## src/rtl/reloc_pkg.sv

```systemverilog
package reloc_pkg;
  typedef enum logic {
    MODE_USER   = 1'b0,
    MODE_KERNEL = 1'b1
  } mode_e;

  typedef enum logic {
    SEL_BASE  = 1'b0,
    SEL_LIMIT = 1'b1
  } cfg_sel_e;
endpackage

```

## src/rtl/reloc_cfg_regs.sv

```systemverilog
module reloc_cfg_regs
  import reloc_pkg::*;
#(
  parameter int unsigned REG_W = 17
) (
  input  logic             clk_i,
  input  logic             rst_ni,
  input  logic             we_i,
  input  logic             mode_i,
  input  logic             sel_i,
  input  logic [REG_W-1:0] wdata_i,
  output logic [REG_W-1:0] base_o,
  output logic [REG_W-1:0] limit_o,
  output logic             priv_err_o
);
  logic [REG_W-1:0] base_q, limit_q;
  logic             priv_q;
  logic             wr_ok, wr_bad;

  assign wr_ok  = we_i && (mode_i == MODE_KERNEL);
  assign wr_bad = we_i && (mode_i == MODE_USER);

  always_ff @(posedge clk_i or negedge rst_ni) begin
    if (!rst_ni) begin
      base_q  <= '0;
      limit_q <= '0;
      priv_q  <= 1'b0;
    end else begin
      priv_q <= wr_bad;
      if (wr_ok && sel_i == SEL_BASE)  base_q  <= wdata_i;
      if (wr_ok && sel_i == SEL_LIMIT) limit_q <= wdata_i;
    end
  end

  assign base_o     = base_q;
  assign limit_o    = limit_q;
  assign priv_err_o = priv_q;

  p_user_wr_ignored_r7: assert property (@(posedge clk_i) disable iff (!rst_ni)
    (we_i && mode_i == MODE_USER) |=> ($stable(base_q) && $stable(limit_q)));
  p_priv_pulse_r7: assert property (@(posedge clk_i) disable iff (!rst_ni)
    (we_i && mode_i == MODE_USER) |=> priv_err_o);
  p_base_load_r6: assert property (@(posedge clk_i) disable iff (!rst_ni)
    (we_i && mode_i == MODE_KERNEL && sel_i == SEL_BASE) |=> (base_o == $past(wdata_i)));
  p_limit_load_r6: assert property (@(posedge clk_i) disable iff (!rst_ni)
    (we_i && mode_i == MODE_KERNEL && sel_i == SEL_LIMIT) |=> (limit_o == $past(wdata_i)));
endmodule

```

## src/rtl/reloc_xlate.sv

```systemverilog
module reloc_xlate
  import reloc_pkg::*;
#(
  parameter int unsigned LADDR_W = 16,
  parameter int unsigned PADDR_W = 17
) (
  input  logic               clk_i,
  input  logic               rst_ni,
  input  logic               req_i,
  input  logic               mode_i,
  input  logic [LADDR_W-1:0] laddr_i,
  input  logic [PADDR_W-1:0] base_i,
  input  logic [PADDR_W-1:0] limit_i,
  output logic [PADDR_W-1:0] paddr_o,
  output logic               valid_o,
  output logic               fault_o
);
  localparam int unsigned EXT_W = PADDR_W - LADDR_W;

  logic [PADDR_W-1:0] ext_addr, reloc_sum, paddr_d;
  logic               in_bound, accept, refuse;

  assign ext_addr  = {{EXT_W{1'b0}}, laddr_i};
  assign reloc_sum = base_i + ext_addr;
  assign in_bound  = ext_addr < limit_i;

  always_comb begin
    accept  = 1'b0;
    refuse  = 1'b0;
    paddr_d = '0;
    if (req_i) begin
      if (mode_i == MODE_KERNEL) begin
        accept  = 1'b1;
        paddr_d = ext_addr;
      end else if (in_bound) begin
        accept  = 1'b1;
        paddr_d = reloc_sum;
      end else begin
        refuse  = 1'b1;
      end
    end
  end

  always_ff @(posedge clk_i or negedge rst_ni) begin
    if (!rst_ni) begin
      paddr_o <= '0;
      valid_o <= 1'b0;
      fault_o <= 1'b0;
    end else begin
      paddr_o <= paddr_d;
      valid_o <= accept;
      fault_o <= refuse;
    end
  end

  p_excl_r10: assert property (@(posedge clk_i) disable iff (!rst_ni)
    !(valid_o && fault_o));
  p_idle_r8: assert property (@(posedge clk_i) disable iff (!rst_ni)
    !req_i |=> (!valid_o && !fault_o));
  p_kernel_pass_r5: assert property (@(posedge clk_i) disable iff (!rst_ni)
    (req_i && mode_i == MODE_KERNEL) |=> (valid_o && paddr_o == $past(ext_addr)));
  p_user_bound_r3: assert property (@(posedge clk_i) disable iff (!rst_ni)
    (req_i && mode_i == MODE_USER && ext_addr >= limit_i) |=> (fault_o && paddr_o == '0));
endmodule

```

## src/rtl/reloc_guard.sv

```systemverilog
module reloc_guard
  import reloc_pkg::*;
#(
  parameter int unsigned LADDR_W = 16,
  parameter int unsigned PADDR_W = 17
) (
  input  logic               clk_i,
  input  logic               rst_ni,
  input  logic               req_valid_i,
  input  logic               kernel_i,
  input  logic [LADDR_W-1:0] laddr_i,
  input  logic               cfg_we_i,
  input  logic               cfg_sel_i,
  input  logic [PADDR_W-1:0] cfg_wdata_i,
  output logic [PADDR_W-1:0] paddr_o,
  output logic               valid_o,
  output logic               fault_o,
  output logic               priv_err_o
);
  generate
    if (PADDR_W <= LADDR_W) begin : g_bad_width
      $error("PADDR_W must exceed LADDR_W");
    end
  endgenerate

  logic [PADDR_W-1:0] base_w, limit_w;

  reloc_cfg_regs #(.REG_W(PADDR_W)) i_regs (
    .clk_i      (clk_i),
    .rst_ni     (rst_ni),
    .we_i       (cfg_we_i),
    .mode_i     (kernel_i),
    .sel_i      (cfg_sel_i),
    .wdata_i    (cfg_wdata_i),
    .base_o     (base_w),
    .limit_o    (limit_w),
    .priv_err_o (priv_err_o)
  );

  reloc_xlate #(.LADDR_W(LADDR_W), .PADDR_W(PADDR_W)) i_xlate (
    .clk_i   (clk_i),
    .rst_ni  (rst_ni),
    .req_i   (req_valid_i),
    .mode_i  (kernel_i),
    .laddr_i (laddr_i),
    .base_i  (base_w),
    .limit_i (limit_w),
    .paddr_o (paddr_o),
    .valid_o (valid_o),
    .fault_o (fault_o)
  );
endmodule

```

## config.mk

```make
export PLATFORM = sky130hd
export DESIGN_NAME = reloc_guard
export DESIGN_NICKNAME = d
export VERILOG_FILES = /design/src/rtl/reloc_pkg.sv /design/src/rtl/reloc_cfg_regs.sv /design/src/rtl/reloc_xlate.sv /design/src/rtl/reloc_guard.sv
export SDC_FILE = /design/constraint.sdc
export NUM_CORES = 1
export LEC_CHECK = 0
export BUFFER_PORTS_ARGS = -buffer_cell sky130_fd_sc_hd__clkbuf_2
export CAP_MARGIN = 20
export CORE_MARGIN = 5
export CORE_UTILIZATION = 55
export CTS_CLUSTER_DIAMETER = 120
export DETAILED_ROUTE_END_ITERATION = 7
export PLACE_DENSITY = 0.79
export SETUP_SLACK_MARGIN = 0.15
export SYNTH_ARGS = -nofsm -noshare
export SYNTH_HDL_FRONTEND = slang
export SYNTH_HIERARCHICAL = 1
export SYNTH_SLANG_ARGS = --single-unit
```

## constraint.sdc

```tcl
create_clock -name clk_i -period 2.9 [get_ports clk_i]
set_clock_uncertainty 0.15 [all_clocks]
set_input_delay 0.29 -clock clk_i [delete_from_list [all_inputs] [get_ports clk_i]]
set_output_delay 0.29 -clock clk_i [all_outputs]
set_load 0.05 [all_outputs]
```

==> results of run 1 <==
[layout by cell type, fill, tap and decap left out, drive strengths merged, types with 4 or more instances in the layout]
cell type,count
clkbuf,64
dfrtp,54
mux2,34
ha,31
nand2,27
inv,20
a21oi,18
o21ai,16
nor2,11
a21o,6
xor2,6
a211oi,5
nor3,5
o21a,4
nor2b,4
xnor2,4
nand3,4
[layout make-up]
class / count / area [um^2]
fill: 447 / 2050
multi-input combinational: 218 / 1870
sequential: 54 / 1350
timing repair buffer: 62 / 335
tap: 75 / 93.8
clock buffer: 6 / 82.6
inverter: 20 / 75.1
clock inverter: 2 / 60.1
[power groups by stage]
stage / Combinational, mW / Sequential (mW) / Clock (mW)
6_report: 1.01 / 0.955 / 0.609
5_1_grt: 1.10 / 0.969 / 0.656
4_1_cts: 0.986 / 0.955 / 0.621
3_5_place_dp: 0.977 / 0.971 / 0
3_3_place_gp: 0.951 / 0.962 / 0
2_1_floorplan: 0.630 / 1.08 / 0
[metal layers]
metal / GRT usage (%) / vias to the layer above / wire length, um
li1: - / 1204 / -
met1: 28.3 / 1199 / 3280
met2: 30.3 / 94 / 3350
met3: 2.92 / 11 / 461
met4: 6.56 / 0 / 121
met5: 0 / - / 0
[kinds of logic (layout without fill, tap and decap cells)]
group | count (synthesis) | in the layout | share of synthesized area (%)
simple gates | 71 | 71 | 11.6
compound gates | 68 | 68 | 14.6
flops | 54 | 54 | 40.5
mux | 37 | 37 | 14.6
fa+ha+maj | 32 | 32 | 12.2
buf+inv | 30 | 90 | 3.82
xor+xnor | 10 | 10 | 2.62
[flip-flops by register name (all words and copies together) (netlist names)]
name / flops
i_regs/base_o: 17
i_regs/limit_o: 17
i_regs/priv_err_o: 1
i_xlate/fault_o: 1
i_xlate/paddr_o: 17
i_xlate/valid_o: 1
[repair_timing]
item / CTS / global route
endpoints found under the hold margin: 0 / 19
setup endpoints to repair: 0 / 9
hold buffers: 0 / 1
buffers inserted: 0 / 1
gates resized for setup: 0 / 2
[worst register-to-register path, delay by kind of cell (launching register included)]
family / cells / cell delay, ps
AND/OR/NAND/NOR: 3 / 990
buffers and inverters: 1 / 50
adder cells (fa/ha/maj): 1 / 190
AO/OA/AOI/OAI: 3 / 820
flip-flops: 1 / 380
[path summary, 6_finish.rpt]
check                                   start                   to  slack (ps)
setup / recovery            i_regs/limit_o[3]   i_xlate/paddr_o[9]         260
hold / removal                 cfg_wdata_i[0]    i_regs/limit_o[0]          70
setup reg to reg            i_regs/limit_o[3]   i_xlate/paddr_o[9]         260
hold reg to reg            i_regs/limit_o[12]   i_regs/limit_o[12]         370
max in group asynchronous              rst_ni  i_xlate/paddr_o[13]        1560
min in group asynchronous              rst_ni     i_regs/base_o[1]         330
[through the flow]
step / hold WS (ps) / utilization, % / std cells
final: 74.5 / 65.4 / 437
after global routing: 63.6 / 65.4 / 437
after CTS: 63.6 / 64.5 / 434
after detailed placement: 352 / 62.1 / 426
after global placement: 340 / 62.1 / 426
after floorplan: -156 / - / 302
==> reports/results.tsv, run 1 <==
metric	value	unit
Logic pwr share	39.2	%
placed cell areas	3680	um^2
CP max stage delay	500	ps
via count	2508	
hold path cells	2	
Primary FF master, synth	dfrtp_1	
P_sw	0.904	mW
Seq pwr share	37.1	%
Critical path buffers and inverters	1	
final wirelength	7.22	mm
initial antenna violation count	0	
Final Power	2.57	mW
Max-slew headroom	57.1	%
setup TNS	0	ps
clock buffer count from CTS	5	
Post-synth top cells	54 x dfrtp_1, 31 x ha_1, 26 x nand2_1	
total congestion overflow	0	
FF+latch count, synth	54	
GPL Wtd Cong	0.827	
Power per Cell Area	665	nW/um^2
CP endpoint kind	register	
Seq/Total Area, Yosys	40.5	%
Req. time, crit path	2990	ps
root buffer cell	clkbuf_8	
Final period util	91.1	%
Post-Syn Area	3340	um^2
first-pass GRT wire length	11.8	mm
Crit Path Class	reg2reg	
die width	87.9	um
Die Y	87.9	um
number of synthesis warnings	6	
Yosys top cell by area	dfrtp_1	
VDD IR max	0.301	mV
crit path time final	2640	ps
Fmax	378	MHz
CP arrival	2740	ps
Slowest cell on crit path	nor4_2	
ANT cells	0	
syn nets	373	
DRT Pass-1 Iters	4	
row count	28	
max-cap violation count	0	
ANT nets after route	0	
setup slack after layout	257	ps
wire per inst	16.5	um
critical path fanouts, max	5	
via density per instance	5.74	
DIE AREA	7720	um^2
setup violators final	0	
Hold Crit Class	in2reg	
Final Cell Area	3870	um^2
Port-buffer cells	58	
worst r2r path cells	8	
pre-CTS setup slack	286	ps
CP cell instances	inv_1 > ha_1 > or3_1 > a211oi_1 > o32ai_4 > nor4_2 > o21ai_0 > nand2_1	
status	finished, final reports clean	
async set-reset flop share out of synthesis	100	%
Detailed Place HPWL	5.64	mm
Starting Density	56.4	%
# DRC	0	
Hold Violations, Final	0	
Critical Path Start Type	register	
Total GRT Usage	19.6	%
worst-margin pin slew	638	ps
CTS Sinks	54	
Post-synth EDFFs	0	
area added between synthesis and finish	16.0	%
H-tree depth	2	
cell count after synthesis	302	
Clock power frac	23.7	%
core area	5920	um^2
WP depth	8	
Syn Area/Cell	11.0	um^2
most common cell in the netlist	dfrtp_1	
Worst-path clk slew	90	ps
DR iter-0 viols	152	
Int Power	1.67	mW
clk_lat worst skew	300	ps
critical path's top delay family	simple AND/OR/NAND/NOR gates	
CTS Buffer Depth	2	
pin count of the biggest net entering global routing	47	
Synth top area share	40.5	%
vias in the first global route	2386	
Net Sw Frac	35.1	%
Final nets	432	
unrepaired setup endpoints after global routing	yes	
synth unique cells	54	
Slew Limit Fails	0	
largest cells by area after synthesis	dfrtp_1 40%, ha_1 12%, mux2_4 9.0%	
leakage power	1.96	nW
CTS tree	yes	
share of layout cells above drive strength 1	32.3	%
Boundary Pins	59	
No activity file was read; power rests on OpenSTA's default activity.
==> run 2: changes to the inputs <==
--- a/config.mk
+++ b/config.mk
@@ -12,6 +12,7 @@
 export CTS_CLUSTER_DIAMETER = 120
 export DETAILED_ROUTE_END_ITERATION = 7
 export PLACE_DENSITY = 0.79
+export REMOVE_ABC_BUFFERS = 1
 export SETUP_SLACK_MARGIN = 0.15
 export SYNTH_ARGS = -nofsm -noshare
 export SYNTH_HDL_FRONTEND = slang
==> run 2 against run 1 <==
Effect of this change: clock power decreased by 19%; global-route usage increased by 1.1 points; wire length increased by 2.7%; die area unchanged; clock-buffer cell count increased by 1; worst setup slack improved by 64 ps; combinational power about the same; power decreased by 4.9%; non-clock buffer count unchanged; fmax increased by 2.5%; register-to-register slack improved by 60 ps.
==> reports/results.tsv, run 2 (same netlist as run 1, synthesis figures left out) <==
metric	value	unit
Final period util	88.9	%
Boundary Pins	59	
first-pass GRT wire length	12.4	mm
share of layout cells above drive strength 1	31.5	%
pre-CTS setup slack	290	ps
crit path time final	2580	ps
area added between synthesis and finish	14.7	%
CTS Sinks	54	
leakage power	1.94	nW
CP endpoint kind	register	
setup slack after layout	321	ps
hold path cells	2	
DIE AREA	7720	um^2
Reg-to-Reg End	i_xlate/paddr_o[6]	
CTS tree	yes	
ANT nets after route	0	
clock buffer count from CTS	5	
hold-critical path endpoint	i_regs/limit_o[0]	
Final Power	2.45	mW
pin count of the biggest net entering global routing	40	
core area	5920	um^2
unrepaired setup endpoints after global routing	no	
max-cap violation count	0	
CP arrival	2600	ps
Final nets	432	
Cells after DPL	427	
worst-margin pin slew	602	ps
most frequent cells in the layout	58 x clkbuf_2, 54 x dfrtp_1, 31 x ha_1	
final wirelength	7.42	mm
Hold Crit Class	in2reg	
start of the worst register-to-register path	i_regs/limit_o[14]	
setup TNS	0	ps
# DRC	0	
hold path startpoint	cfg_wdata_i[0]	
Hold Buf Count CTS	0	
Power per Cell Area	640	nW/um^2
vias in the first global route	2569	
total congestion overflow	0	
commonest non-fill, non-tap cell in the layout	clkbuf_2	
row count	28	
status	finished, final reports clean	
Max-slew headroom	59.9	%
H-tree depth	2	
Layout Cells excl Fill	437	
fin util	64.6	%
die width	87.9	um
via density per instance	5.72	
Worst-path clk slew	90	ps
worst r2r path cells	8	
post-CTS setup buffer count	0	
Critical Path Start Type	register	
GPL Wtd Cong	0.874	
Die Y	87.9	um
root buffer cell	clkbuf_8	
DRT Pass-1 Iters	4	
Hold Violations, Final	0	
placed cell areas	3680	um^2
VDD IR max	0.360	mV
CTS resizes	0	
Port-buffer cells	58	
worst hold slack	73.1	ps
Fmax	388	MHz
ANT cells	0	
CTS Buffer Depth	2	
wire per inst	17.0	um
clk_lat worst skew	310	ps
via count	2498	
initial antenna violation count	0	
critical path fanouts, max	10	
Final Cell Area	3830	um^2
Detailed Place HPWL	5.65	mm
Starting Density	56.4	%
Crit Path Class	reg2reg	
flop-to-flop setup slack	320	ps
Req. time, crit path	2920	ps
Total GRT Usage	20.7	%
DR iter-0 viols	111	
setup violators final	0	
Slew Limit Fails	0	
[run 2: cell count changes in the layout (fill, tap and decap cells not counted)]
cell	previous run	this run
o32ai_4	1	0
a21oi_1	16	17
buf_12	1	0
bufinv_16	2	1
clkbuf_8	6	5
buf_16	0	1
a21oi_2	1	0
clkbuf_1	0	2
o32ai_2	0	1
[run 2: where the power goes]
group	internal [mW]	switching (mW)	leakage (nW)	total [mW]
sequential	0.879	0.0662	0.664	0.946
combinational	0.420	0.589	1.22	1.01
clock	0.259	0.235	0.0524	0.494
total	1.56	0.890	1.94	2.45
[run 2: how the worst max path moves through the flow]
stage	from	end	slack, ps	depth (start not counted)
2_1_floorplan	i_regs/base_o[1]	i_xlate/paddr_o[15]	560	7
3_3_place_gp	laddr_i[14]	i_xlate/paddr_o[6]	330	8
3_5_place_dp	laddr_i[14]	i_xlate/paddr_o[14]	290	8
4_1_cts	i_regs/limit_o[15]	i_xlate/paddr_o[14]	330	8
5_1_grt	i_regs/limit_o[14]	i_xlate/paddr_o[6]	160	8
6_report	i_regs/limit_o[14]	i_xlate/paddr_o[6]	320	8
[run 2: layout make-up]
type / count / area [um^2]
clock inverter: 1 / 30.0
fill: 485 / 2090
timing repair buffer: 62 / 343
multi-input combinational: 218 / 1860
tap: 75 / 93.8
clock buffer: 7 / 76.3
sequential: 54 / 1350
inverter: 20 / 75.1
[run 2: per-layer routing]
layer	vias up	wire (um)	global-route usage (%)
met2	54	3600	34.6
met4	0	124	6.14
met5	-	0	0
met1	1231	3350	28.0
li1	1200	-	-
met3	13	344	3.01
[run 2: critical path: stages (launching register included)]
cell and delay [ps]:
dfrtp_1 350, inv_1 40, ha_1 290, nand4b_1 180, or4_1 590, o32ai_2 340
nor3_2 120, nand2_2 240, o31ai_1 130
==> run 3: changes to the inputs <==
--- a/config.mk
+++ b/config.mk
@@ -9,6 +9,7 @@
 export CAP_MARGIN = 20
 export CORE_MARGIN = 5
 export CORE_UTILIZATION = 55
+export CTS_BUF_LIST = sky130_fd_sc_hd__clkbuf_8
 export CTS_CLUSTER_DIAMETER = 120
 export DETAILED_ROUTE_END_ITERATION = 7
 export PLACE_DENSITY = 0.79
==> run 3 against run 2 <==
Effect of this change: die area unchanged; worst setup slack got worse by 7.9 ps; fmax decreased by 0.31%; via count decreased by 0.40%; first-iteration DRC count increased by 1.8%; register-to-register slack about the same; non-clock buffer count unchanged; sequential share of layout area unchanged.
==> reports/results.tsv, run 3 (same netlist as run 1, synthesis figures left out) <==
metric	value	unit
max-cap violation count	0	
VDD IR max	0.363	mV
crit path time final	2590	ps
CP endpoint kind	register	
Total GRT Usage	20.7	%
die width	87.9	um
Fmax	387	MHz
wire per inst	17.0	um
Hold Crit Class	in2reg	
post-CTS setup buffer count	0	
Net Sw Frac	36.6	%
Die Y	87.9	um
Worst-path clk slew	100	ps
pin count of the biggest net entering global routing	40	
via count	2488	
Crit Path Class	reg2reg	
row count	28	
area added between synthesis and finish	14.7	%
Final Cell Area	3830	um^2
worst hold slack	71.7	ps
Req. time, crit path	2920	ps
ANT cells	0	
Starting Density	56.4	%
Logic pwr share	41.2	%
Cells after DPL	427	
initial antenna violation count	0	
Seq pwr share	38.7	%
root buffer cell	clkbuf_8	
Boundary Pins	59	
leakage power	1.95	nW
Clock power frac	20.1	%
setup TNS	0	ps
Final nets	432	
Final period util	89.2	%
Critical Path Start Type	register	
CTS Buffer Depth	2	
CTS Sinks	54	
via density per instance	5.69	
Int Power	1.55	mW
clock buffer count from CTS	5	
final wirelength	7.41	mm
core area	5920	um^2
P_sw	0.895	mW
CP arrival	2610	ps
worst-margin pin slew	599	ps
total congestion overflow	0	
CTS tree	yes	
first-pass GRT wire length	12.4	mm
Max-slew headroom	60.0	%
commonest non-fill, non-tap cell in the layout	clkbuf_2	
Layout Cells excl Fill	437	
DRT Pass-1 Iters	4	
placed cell areas	3680	um^2
CTS resizes	0	
Power per Cell Area	639	nW/um^2
setup violators final	0	
clk_lat worst skew	310	ps
status	finished, final reports clean	
Slew Limit Fails	0	
DIE AREA	7720	um^2
share of layout cells above drive strength 1	31.5	%
fill cell count	485	
most frequent cells in the layout	58 x clkbuf_2, 54 x dfrtp_1, 31 x ha_1	
Detailed Place HPWL	5.65	mm
GPL Wtd Cong	0.874	
# DRC	0	
ANT nets after route	0	
Hold Violations, Final	0	
critical path fanouts, max	10	
H-tree depth	2	
vias in the first global route	2569	
Port-buffer cells	58	
DR iter-0 viols	113	
unrepaired setup endpoints after global routing	no	
-- run 3: power groups by stage --
| stage | clock network, mW | logic (mW) | registers (mW) |
|---|---|---|---|
| 2_1_floorplan | 0 | 0.626 | 1.08 |
| 3_3_place_gp | 0 | 0.965 | 0.956 |
| 3_5_place_dp | 0 | 0.992 | 0.961 |
| 4_1_cts | 0.499 | 1.00 | 0.947 |
| 5_1_grt | 0.526 | 1.10 | 0.964 |
| 6_report | 0.491 | 1.01 | 0.946 |
-- run 3: worst max-delay path, cell delays in order (launching register included) --
cell and delay, ps:
dfrtp_1 350, inv_1 40, ha_1 290, nand4b_1 180, or4_1 590, o32ai_2 350, nor3_2 120, nand2_2 240
o31ai_1 130
-- run 3: final cells by class --
type	count	area, um^2	share of cell area, %
sequential	54	1350	35.3
clock inverter	3	37.5	0.981
tap	75	93.8	2.45
inverter	20	75.1	1.96
clock buffer	5	68.8	1.80
timing repair buffer	62	343	8.96
multi-input combinational	218	1860	48.5
-- run 3: what timing repair did --
action                                  4_1_cts  5_1_grt
endpoints found under the setup margin        0        0
hold buffers                                  0        1
endpoints found under the hold margin         0       20
-- run 3: final timing paths --
kind,start,end,cells after the start,slack (ps)
worst max-delay path,i_regs/limit_o[14],i_xlate/paddr_o[6],8,310
worst min-delay path,cfg_wdata_i[0],i_regs/limit_o[0],2,70
worst max register to register,i_regs/limit_o[14],i_xlate/paddr_o[6],8,310
worst min register to register,i_regs/limit_o[11],i_regs/limit_o[11],1,360
max in group asynchronous,rst_ni,i_regs/limit_o[15],4,1570
min in group asynchronous,rst_ni,i_regs/base_o[7],2,350
-- run 3: routing by layer --
metal / vias to the layer above / share of wire (%) / wire, um / GRT usage [%]
li1: 1201 / - / - / -
met1: 1218 / 46 / 3390 / 28.0
met2: 56 / 49 / 3610 / 34.6
met3: 13 / 3.8 / 285 / 3.01
met4: 0 / 1.7 / 125 / 6.14
met5: - / 0 / 0 / 0
-- run 3: per-stage QoR --
step | power (mW) | utilization [%] | worst slack [ps]
6_report | 2.45 | 64.6 | 313
3_5_place_dp | 1.95 | 62.2 | 290
2_1_floorplan | 1.70 | - | 561
3_3_place_gp | 1.92 | 62.2 | 335
4_1_cts | 2.45 | 64.0 | 330
5_1_grt | 2.59 | 64.6 | 161
